### src/rtl/qprobe_pkg.sv
package qprobe_pkg;

    typedef enum logic [2:0] {
        ST_IDLE,
        ST_GAP,
        ST_OPCODE,
        ST_RESP,
        ST_CHECK
    } probe_state_t;

    typedef struct packed {
        logic [7:0] opcode;
        logic       quad_cmd;
        logic       quad_rsp;
    } attempt_cfg_t;

    localparam int N_ATTEMPTS = 3;
    localparam int OP_BITS    = 8;
    localparam int ID_BYTES   = 3;
    localparam int ID_BITS    = ID_BYTES * 8;
    localparam int MISO_LANE  = 1;

    function automatic attempt_cfg_t attempt_cfg(input logic [1:0] idx);
        attempt_cfg_t c;
        unique case (idx)
            2'd0:    c = '{opcode: 8'h9F, quad_cmd: 1'b0, quad_rsp: 1'b0};
            2'd1:    c = '{opcode: 8'hAF, quad_cmd: 1'b0, quad_rsp: 1'b1};
            default: c = '{opcode: 8'hAF, quad_cmd: 1'b1, quad_rsp: 1'b1};
        endcase
        return c;
    endfunction

endpackage

### src/rtl/qprobe_sck_div.sv
module qprobe_sck_div #(
    parameter int DIV_HALF = 2
) (
    input  logic clk,
    input  logic rst_n,
    input  logic run,
    output logic sck,
    output logic rise,
    output logic fall
);
    localparam int CW = (DIV_HALF > 1) ? $clog2(DIV_HALF) : 1;

    logic [CW-1:0] cnt_q;
    logic          sck_q;
    logic          tick;

    assign tick = run && (cnt_q == CW'(DIV_HALF - 1));

    always_ff @(posedge clk or negedge rst_n) begin
        if (!rst_n) begin
            cnt_q <= '0;
            sck_q <= 1'b0;
        end else if (!run) begin
            cnt_q <= '0;
            sck_q <= 1'b0;
        end else if (tick) begin
            cnt_q <= '0;
            sck_q <= ~sck_q;
        end else begin
            cnt_q <= cnt_q + 1'b1;
        end
    end

    assign sck  = sck_q;
    assign rise = tick & ~sck_q;
    assign fall = tick & sck_q;
endmodule

### src/rtl/qprobe_tx_shift.sv
module qprobe_tx_shift #(
    parameter int OP_W = 8
) (
    input  logic            clk,
    input  logic            rst_n,
    input  logic            load,
    input  logic [OP_W-1:0] opcode,
    input  logic            quad,
    input  logic            shift,
    output logic [3:0]      io_out
);
    logic [OP_W-1:0] sh_q;

    always_ff @(posedge clk or negedge rst_n) begin
        if (!rst_n) begin
            sh_q <= '0;
        end else if (load) begin
            sh_q <= opcode;
        end else if (shift) begin
            if (quad) sh_q <= {sh_q[OP_W-5:0], 4'b0000};
            else      sh_q <= {sh_q[OP_W-2:0], 1'b0};
        end
    end

    assign io_out = quad ? sh_q[OP_W-1 -: 4] : {3'b000, sh_q[OP_W-1]};
endmodule

### src/rtl/qprobe_rx_capture.sv
module qprobe_rx_capture #(
    parameter int ID_W  = 24,
    parameter int SLANE = 1
) (
    input  logic            clk,
    input  logic            rst_n,
    input  logic            clear,
    input  logic            sample,
    input  logic            quad,
    input  logic [3:0]      io_in,
    output logic [ID_W-1:0] id_word
);
    logic [ID_W-1:0] id_q;

    always_ff @(posedge clk or negedge rst_n) begin
        if (!rst_n) begin
            id_q <= '0;
        end else if (clear) begin
            id_q <= '0;
        end else if (sample) begin
            if (quad) id_q <= {id_q[ID_W-5:0], io_in};
            else      id_q <= {id_q[ID_W-2:0], io_in[SLANE]};
        end
    end

    assign id_word = id_q;
endmodule

### src/rtl/qspi_id_probe.sv
module qspi_id_probe
    import qprobe_pkg::*;
#(
    parameter int DIV_HALF = 2
) (
    input  logic        clk,
    input  logic        rst_n,
    input  logic        start,
    output logic        sck,
    output logic        cs_n,
    output logic [3:0]  io_out,
    output logic [3:0]  io_oe,
    input  logic [3:0]  io_in,
    output logic        busy,
    output logic        done,
    output logic        fail,
    output logic [7:0]  mfr_id,
    output logic [15:0] dev_id,
    output logic [1:0]  step_code
);
    localparam int GAP_CYC = 4 * DIV_HALF;
    localparam int GAP_W   = $clog2(GAP_CYC + 1);
    localparam int CNT_W   = $clog2(ID_BITS + 1);

    probe_state_t state_q, state_d;
    attempt_cfg_t cfg;

    logic [1:0]         attempt_q;
    logic [GAP_W-1:0]   gap_q;
    logic [CNT_W-1:0]   clk_cnt_q;
    logic [CNT_W-1:0]   op_clks, rsp_clks;
    logic               sck_rise, sck_fall, run;
    logic               gap_done, last_op, last_rsp, last_attempt, id_ok;
    logic               load_op, sample_rsp, shift_op;
    logic [ID_BITS-1:0] id_word;
    logic [7:0]         mfr_cap;

    logic        done_q, fail_q;
    logic [7:0]  mfr_q;
    logic [15:0] dev_q;
    logic [1:0]  code_q;

    assign cfg          = attempt_cfg(attempt_q);
    assign op_clks      = cfg.quad_cmd ? CNT_W'(OP_BITS / 4) : CNT_W'(OP_BITS);
    assign rsp_clks     = cfg.quad_rsp ? CNT_W'(ID_BITS / 4) : CNT_W'(ID_BITS);
    assign gap_done     = (gap_q == GAP_W'(GAP_CYC - 1));
    assign last_op      = (clk_cnt_q == op_clks);
    assign last_rsp     = (clk_cnt_q == rsp_clks);
    assign last_attempt = (attempt_q == 2'(N_ATTEMPTS - 1));
    assign mfr_cap      = id_word[ID_BITS-1 -: 8];
    assign id_ok        = (mfr_cap != 8'h00) && (mfr_cap != 8'hFF);
    assign run          = (state_q == ST_OPCODE) || (state_q == ST_RESP);
    assign load_op      = (state_q == ST_GAP) && gap_done;
    assign shift_op     = (state_q == ST_OPCODE) && sck_fall;
    assign sample_rsp   = (state_q == ST_RESP) && sck_rise;

    qprobe_sck_div #(.DIV_HALF(DIV_HALF)) u_div (
        .clk  (clk),
        .rst_n(rst_n),
        .run  (run),
        .sck  (sck),
        .rise (sck_rise),
        .fall (sck_fall)
    );

    qprobe_tx_shift #(.OP_W(OP_BITS)) u_tx (
        .clk   (clk),
        .rst_n (rst_n),
        .load  (load_op),
        .opcode(cfg.opcode),
        .quad  (cfg.quad_cmd),
        .shift (shift_op),
        .io_out(io_out)
    );

    qprobe_rx_capture #(.ID_W(ID_BITS), .SLANE(MISO_LANE)) u_rx (
        .clk    (clk),
        .rst_n  (rst_n),
        .clear  (load_op),
        .sample (sample_rsp),
        .quad   (cfg.quad_rsp),
        .io_in  (io_in),
        .id_word(id_word)
    );

    // state register
    always_ff @(posedge clk or negedge rst_n) begin
        if (!rst_n) state_q <= ST_IDLE;
        else        state_q <= state_d;
    end

    // next-state logic
    always_comb begin
        state_d = state_q;
        unique case (state_q)
            ST_IDLE:   if (start) state_d = ST_GAP;
            ST_GAP:    if (gap_done) state_d = ST_OPCODE;
            ST_OPCODE: if (sck_fall && last_op) state_d = ST_RESP;
            ST_RESP:   if (sck_fall && last_rsp) state_d = ST_CHECK;
            ST_CHECK:  state_d = (id_ok || last_attempt) ? ST_IDLE : ST_GAP;
            default:   state_d = ST_IDLE;
        endcase
    end

    // counters, attempt index and result registers
    always_ff @(posedge clk or negedge rst_n) begin
        if (!rst_n) begin
            attempt_q <= '0;
            gap_q     <= '0;
            clk_cnt_q <= '0;
            done_q    <= 1'b0;
            fail_q    <= 1'b0;
            mfr_q     <= '0;
            dev_q     <= '0;
            code_q    <= '0;
        end else begin
            unique case (state_q)
                ST_IDLE: begin
                    if (start) begin
                        attempt_q <= '0;
                        gap_q     <= '0;
                        done_q    <= 1'b0;
                        fail_q    <= 1'b0;
                        mfr_q     <= '0;
                        dev_q     <= '0;
                        code_q    <= '0;
                    end
                end
                ST_GAP: begin
                    gap_q     <= gap_q + 1'b1;
                    clk_cnt_q <= '0;
                end
                ST_OPCODE: begin
                    if (sck_rise)                  clk_cnt_q <= clk_cnt_q + 1'b1;
                    else if (sck_fall && last_op)  clk_cnt_q <= '0;
                end
                ST_RESP: begin
                    if (sck_rise) clk_cnt_q <= clk_cnt_q + 1'b1;
                end
                ST_CHECK: begin
                    gap_q <= '0;
                    if (id_ok) begin
                        done_q <= 1'b1;
                        mfr_q  <= mfr_cap;
                        dev_q  <= id_word[15:0];
                        code_q <= attempt_q + 2'd1;
                    end else if (last_attempt) begin
                        fail_q <= 1'b1;
                    end else begin
                        attempt_q <= attempt_q + 1'b1;
                    end
                end
                default: ;
            endcase
        end
    end

    // pin outputs
    always_comb begin
        cs_n  = !run;
        busy  = (state_q != ST_IDLE);
        io_oe = 4'b0000;
        if (state_q == ST_OPCODE) io_oe = cfg.quad_cmd ? 4'b1111 : 4'b0001;
    end

    assign done      = done_q;
    assign fail      = fail_q;
    assign mfr_id    = mfr_q;
    assign dev_id    = dev_q;
    assign step_code = code_q;
endmodule

### config.mk
export PLATFORM = sky130hd
export DESIGN_NAME = qspi_id_probe
export DESIGN_NICKNAME = d
export VERILOG_FILES = /design/src/rtl/qprobe_pkg.sv /design/src/rtl/qprobe_sck_div.sv /design/src/rtl/qprobe_tx_shift.sv /design/src/rtl/qprobe_rx_capture.sv /design/src/rtl/qspi_id_probe.sv
export SDC_FILE = /design/constraint.sdc
export NUM_CORES = 1
export LEC_CHECK = 0
export BUFFER_PORTS_ARGS = -buffer_cell sky130_fd_sc_hd__buf_2
export CORE_MARGIN = 4
export CORE_UTILIZATION = 52
export DETAILED_ROUTE_END_ITERATION = 12
export PLACE_DENSITY = 0.73
export SLEW_MARGIN = 15
export SYNTH_ARGS = -nofsm -noshare
export SYNTH_HDL_FRONTEND = slang
export SYNTH_HIERARCHICAL = 1
export SYNTH_SLANG_ARGS = --single-unit
### constraint.sdc
create_clock -name clk -period 2.7 [get_ports clk]
set_clock_uncertainty 0.2 [all_clocks]
set_input_delay 0.54 -clock clk [delete_from_list [all_inputs] [get_ports clk]]
set_output_delay 0.54 -clock clk [all_outputs]
set_load 0.05 [all_outputs]
==> results of run 1 <==
synthesized netlist by cell type (all sizes together) (2+ instances only):
library cell,count
or4,2
and3,6
o21ai,17
buf,17
nand2b,6
nor3,8
nand3,5
nand4,4
or3b,5
a31oi,3
nor2b,4
a22o,27
a211oi,24
conb,2
nand2,17
a21o,2
ha,6
nor3b,2
dfrtp,76
nand3b,4
clkbuf,8
and2,4
mux2i,29
inv,9
nor4,3
nor2,34
a21oi,8
o211ai,7
worst max-delay path, cell delays in order, from the launching register on:
cell     delay, ns
dfrtp_1       0.37
inv_1         0.11
ha_1          0.25
nor2_2        0.16
mux2_2        0.36
buf_2         0.21
layout make-up:
type                    count  share of cell area, %
clock inverters             6                   2.02
flip-flops and latches     76                   43.8
repair buffers             57                   8.41
inverters                   9                  0.778
well taps                  96                   2.77
clock buffers              10                   2.94
multi-input cells         248                   39.3
power by group:
part           internal [W]  switching [W]  leakage (nW)
logic              0.000328       0.000543         0.971
clock network      0.000523       0.000433         0.111
registers           0.00129       0.000160         0.983
total               0.00214        0.00114          2.06
per-layer routing:
metal / up-vias / GRT usage, % / routed length [um]
met1: 1451 / 28.4 / 3780
met2: 81 / 27.7 / 3630
met3: 16 / 5.29 / 406
met5: - / 0 / 0
li1: 1394 / - / -
met4: 0 / 6.38 / 135
state kept, by name, indices dropped and copies added, names as in the netlist, 2 cells and up:
signal	count
u_rx/id_word	24
dev_id	16
mfr_id	8
u_tx/sh_q	8
clk_cnt_q	5
gap_q	4
state_q	3
attempt_q	2
step_code	2
how the worst max path moves through the flow:
stage                        startpoint                        to  slack, ns  cells past startpoint
2_1_floorplan    state_q[1]$_DFFE_PN0P_  clk_cnt_q[3]$_DFFE_PN0P_       0.11                      8
3_3_place_gp     state_q[1]$_DFFE_PN0P_    state_q[1]$_DFFE_PN0P_       0.45                      6
3_5_place_dp     state_q[1]$_DFFE_PN0P_    state_q[1]$_DFFE_PN0P_       0.38                      6
4_1_cts        attempt_q[0]$_DFFE_PN0P_                 io_out[1]       0.03                      6
5_1_grt        attempt_q[0]$_DFFE_PN0P_                 io_out[2]       0.02                      6
6_report       attempt_q[0]$_DFFE_PN0P_                 io_out[0]       0.15                      5
metrics by stage:
step	cells	power, W	instance area, um2
floorplan	358	0.00213	3830
global placement	485	0.00231	4110
detailed placement	485	0.00234	4110
CTS	502	0.00328	4330
global route	502	0.00346	4340
finish	502	0.00327	4340
logic make-up after synthesis:
| group | after synthesis |
|---|---|
| simple gates | 109 |
| compound gates | 96 |
| flops | 76 |
| buf+inv | 34 |
| mux | 30 |
| fa+ha+maj | 6 |
| other cells | 2 |
| xor+xnor | 1 |
timing repair:
| item | 4_1_cts | 5_1_grt |
|---|---|---|
| setup endpoints to repair | 0 | 4 |
| hold buffers | 1 | 0 |
| resized for setup | 0 | 4 |
| endpoints found under the hold margin | 32 | 0 |
==> impl_metrics.toml, run 1 <==
[global_route]
grt_usage_pct = 19.4
grt_max_degree = 49
grt_pass1_vias = 2693
grt_pass1_wl_mm = 13.5
grt-ovfl-total = 0
grt_antenna_before_repair = 0

[job]
cap_violations = 0

[layout]
diodes = 0
layout.nets = 414
syn2layout_area_growth_pct = 13.7
drive_gt1_share_pct = 20.0
final-seq-area_mm2 = 0.00190
fin_util_pct = 62.5
layout_commonest_cell = "dfrtp_1"
multiInputGateArea_mm2 = 0.00171
num-fill-cells = 576
layout_common_cells = "76 x dfrtp_1, 41 x buf_2, 32 x nor2_1"

[sta]
hold_viol_final = 0
max_freq_mhz = 393
hold_ws_ns = 0.301
slew-limit-headroom_pct = 33.3
setup_tns_ns = 0
setup_viol = 0
final.setup.worst_slack_ns = 0.153
period_share_pct = 94.3
slew_viol_final = 0
period_minus_slack_ns = 2.55
grt_setup_unrepaired = "no"
worst_pin_slew_ns = 1.00

[cts]
post-cts-setup-buffers = 0
clock_sinks = 76
cts_tree = "yes"
clockRootBuffer = "clkbuf_8"
cts_made_buffers = 9
clock_latency_ns = 0.35
htreeDepth = 3
clock_path_buffers = 2
clk_pin_slew_ns = 0.08

[route]
ant_nets = 0
wl_per_cell_um = 15.8
vias = 2942
route.detailed.drc = 0
drt_pass1_iterations = 4
via_per_inst = 5.86
drt_iter0_markers = 193
wirelength_mm = 7.95

[yosys]
synth_area_mm2 = 0.00382
synthCells = 354
synth_cell_type_count = 51
synthArstFlopShare_pct = 100
ys_seq_elements = 76
synth-edff-count = 0
yosys_warnings = 6
synthMuxAreaShare_pct = 7.90
yosys.area_share.xor_xnor_pct = 0.229
yosys.area_share.simple_pct = 15.1
synth_adder_area_share_pct = 1.97
synth_top_family_by_area = "compound AO/OA/AOI/OAI gates"
ys_seq_area_share_pct = 49.8
synth.area.top_cells = "dfrtp_1 50%, mux2i_1 7.6%, a22o_1 6.2%"
synth_area_leader_cell = "dfrtp_1"
synth_top_flop_cell = "dfrtp_1"
synth-compound-area-share_pct = 18.6
syn_avg_cell_area_um2 = 10.8
synth.top_cell.area_share_pct = 49.8

[power_and_ir_drop]
power_density_mw_per_mm2 = 754
p_leak_nw = 2.06
ir_drop_uv = 368

[worst_hold_path]
hp-start = "mfr_id[5]$_DFFE_PN0P_"
holdPathEnd = "mfr_id[5]$_DFFE_PN0P_"
hold-path-cell-count = 1
worstHoldPathType = "flop to flop"

[setup_path]
reg2reg_from = "state_q[1]$_DFFE_PN0P_"
worstPathRequired_ns = 1.96
start_kind = "flop"
critPathKind = "flop to primary output"
regToRegSetupSlack_ns = 0.33
critPathArrivalTime_ns = 1.81
reg2reg_to = "state_q[2]$_DFFE_PN0P_"
cp-end-kind = "primary output"
cp_max_fo = 6
rr_worst_depth = 6

[die]
row_count = 30
die_area_mm2 = 0.00878
core_area_mm2 = 0.00694
die-height_um = 93.7
start_util_pct = 55.0
die_x_um = 93.7
ioPinCount = 46

[place]
place_ws_ns = 0.380
io_buffers = 45
dp_hpwl_mm = 5.31
place_congestion = 0.846

[outcome]
outcome = "complete, no violations"
No activity file was read; power rests on OpenSTA's default activity.
==> run 2: changes to the inputs <==
ABC_CLOCK_PERIOD_IN_PS = 2700   (was not set)
CTS_BUF_LIST = sky130_fd_sc_hd__clkbuf_4   (was not set)
==> run 2 against run 1 <==
Non-clock buffer count is the same. Wire length shrank 1.9%. Combinational power is essentially flat. Utilization shrank 0.61 points. Cell count is the same. Via count shrank 2.2%. Global-route usage shrank 0.43 points. Power shrank 5.0%. Critical endpoint unchanged. Largest cell class unchanged. Highest routed layer unchanged.
==> impl_metrics.toml, run 2 (synthesis results as in run 1) <==
[outcome]
outcome = "complete, no violations"

[sta]
final.setup.worst_slack_ns = 0.123
slew_viol_final = 0
period_share_pct = 95.4
hold_viol_final = 0
period_minus_slack_ns = 2.58
max_freq_mhz = 388
setup_viol = 0
slew-limit-headroom_pct = 31.9
setup_tns_ns = 0
worst_pin_slew_ns = 1.02

[cts]
cts_tree = "yes"
clock_path_buffers = 2
clock_latency_ns = 0.42
clockRootBuffer = "clkbuf_4"
htreeDepth = 3
clk_pin_slew_ns = 0.12
clock_sinks = 76
cts_made_buffers = 9

[route]
wirelength_mm = 7.80
drt_iter0_markers = 221
via_per_inst = 5.73
ant_nets = 0
vias = 2876
wl_per_cell_um = 15.5
drt_pass1_iterations = 4
route.detailed.drc = 0

[setup_path]
critPathBufInv = 2
cp_max_fo = 4
crit_slowest_cell = "dfrtp_1"
regToRegSetupSlack_ns = 0.33
cp-end-kind = "primary output"
worstPathRequired_ns = 1.96
critPathKind = "flop to primary output"
crit_path_cell_trace = "inv_1 -> ha_1 -> nor2_4 -> mux2_2 -> clkbuf_4"
start_kind = "flop"
cpPeakStageDelay_ns = 0.39
critPathArrivalTime_ns = 1.84
crit_family = "flip-flops"

[layout]
layout.nets = 414
final_area_mm2 = 0.00430
layout_commonest_cell = "dfrtp_1"
diodes = 0
drive_gt1_share_pct = 20.4
layout_common_cells = "76 x dfrtp_1, 40 x buf_2, 32 x nor2_1"
largest_reg_flops = 24
syn2layout_area_growth_pct = 12.6

[place]
placed_area_mm2 = 0.00411
dp_hpwl_mm = 5.31
place_congestion = 0.846
place_ws_ns = 0.380
io_buffers = 45

[worst_hold_path]
worstHoldPathType = "input pin to flop"

[global_route]
grt_pass1_vias = 2678
grt_pass1_wl_mm = 13.3
grt_max_degree = 49
grt_usage_pct = 19.0
grt_antenna_before_repair = 0
grt-ovfl-total = 0

[die]
die_x_um = 93.7
start_util_pct = 55.0
die_area_mm2 = 0.00878
row_count = 30
ioPinCount = 46
core_area_mm2 = 0.00694
die-height_um = 93.7

[power_and_ir_drop]
power_density_mw_per_mm2 = 723
ir_drop_uv = 433
p_total_w = 0.00311
p_leak_nw = 2.05

[job]
cap_violations = 0
[run 2: cell types whose count changed in the layout (fill, tap and decap cells not counted)]
| cell | before | now |
|---|---|---|
| buf_2 | 41 | 40 |
| buf_4 | 9 | 12 |
| clkbuf_1 | 1 | 0 |
| clkbuf_4 | 3 | 11 |
| clkbuf_8 | 9 | 0 |
| ha_1 | 6 | 5 |
| ha_2 | 0 | 1 |
| nor2_2 | 2 | 1 |
| nor2_4 | 0 | 1 |
[run 2: cell type report]
cell class,count,area (um2)
clock inverters,6,87.6
flip-flops and latches,76,1900
multi-input cells,248,1710
repair buffers,57,368
well taps,96,120
inverters,9,33.8
fillers,580,2650
clock buffers,10,75.1
[run 2: worst paths after layout]
path	startpoint	to	cells after the start
worst min register to register	mfr_id[6]$_DFFE_PN0P_	mfr_id[6]$_DFFE_PN0P_	1
max in group asynchronous	rst_n	u_rx/id_word[8]$_DFFE_PN0P_	3
worst max-delay path	attempt_q[1]$_DFFE_PN0P_	io_out[0]	5
worst max register to register	state_q[1]$_DFFE_PN0P_	state_q[2]$_DFFE_PN0P_	6
worst min-delay path	io_in[2]	u_rx/id_word[2]$_DFFE_PN0P_	3
min in group asynchronous	rst_n	u_tx/sh_q[7]$_DFFE_PN0P_	2
[run 2: through the flow]
step / cells / util (%) / hold WS, ns
2_1_floorplan: 358 / - / 0.0444
3_3_place_gp: 485 / 59.1 / 0.284
3_5_place_dp: 485 / 59.1 / 0.286
4_1_cts: 502 / 61.7 / 0.234
5_1_grt: 502 / 61.9 / 0.220
6_report: 502 / 61.9 / 0.258
[run 2: repair_timing]
item | 4_1_cts | 5_1_grt
resized for setup | 1 | 9
setup buffers | 0 | 0
hold buffers | 1 | 0
pin swaps | 0 | 0
setup endpoints to repair | 4 | 4
endpoints found under the hold margin | 32 | 0
[run 2: worst register-to-register path, cell delays in order, from the launching register on]
cell	delay [ns]
dfrtp_1	0.54
nor2b_1	0.21
and3_2	0.20
or3b_1	0.36
or4_1	0.49
nand4_1	0.15
and3_1	0.17
[run 2: routing by layer]
metal	global-route usage (%)	share of wire [%]	vias to the layer above
met4	7.10	1.3	0
met2	26.9	45	67
met5	0	0	-
li1	-	-	1393
met3	4.41	5.2	10
met1	28.1	48	1406
[run 2: power breakdown]
group / internal (W) / switching, W / total [W]
Combinational: 0.000332 / 0.000542 / 0.000874
Sequential: 0.00129 / 0.000158 / 0.00144
Clock: 0.000388 / 0.000402 / 0.000790
Total: 0.00201 / 0.00110 / 0.00311
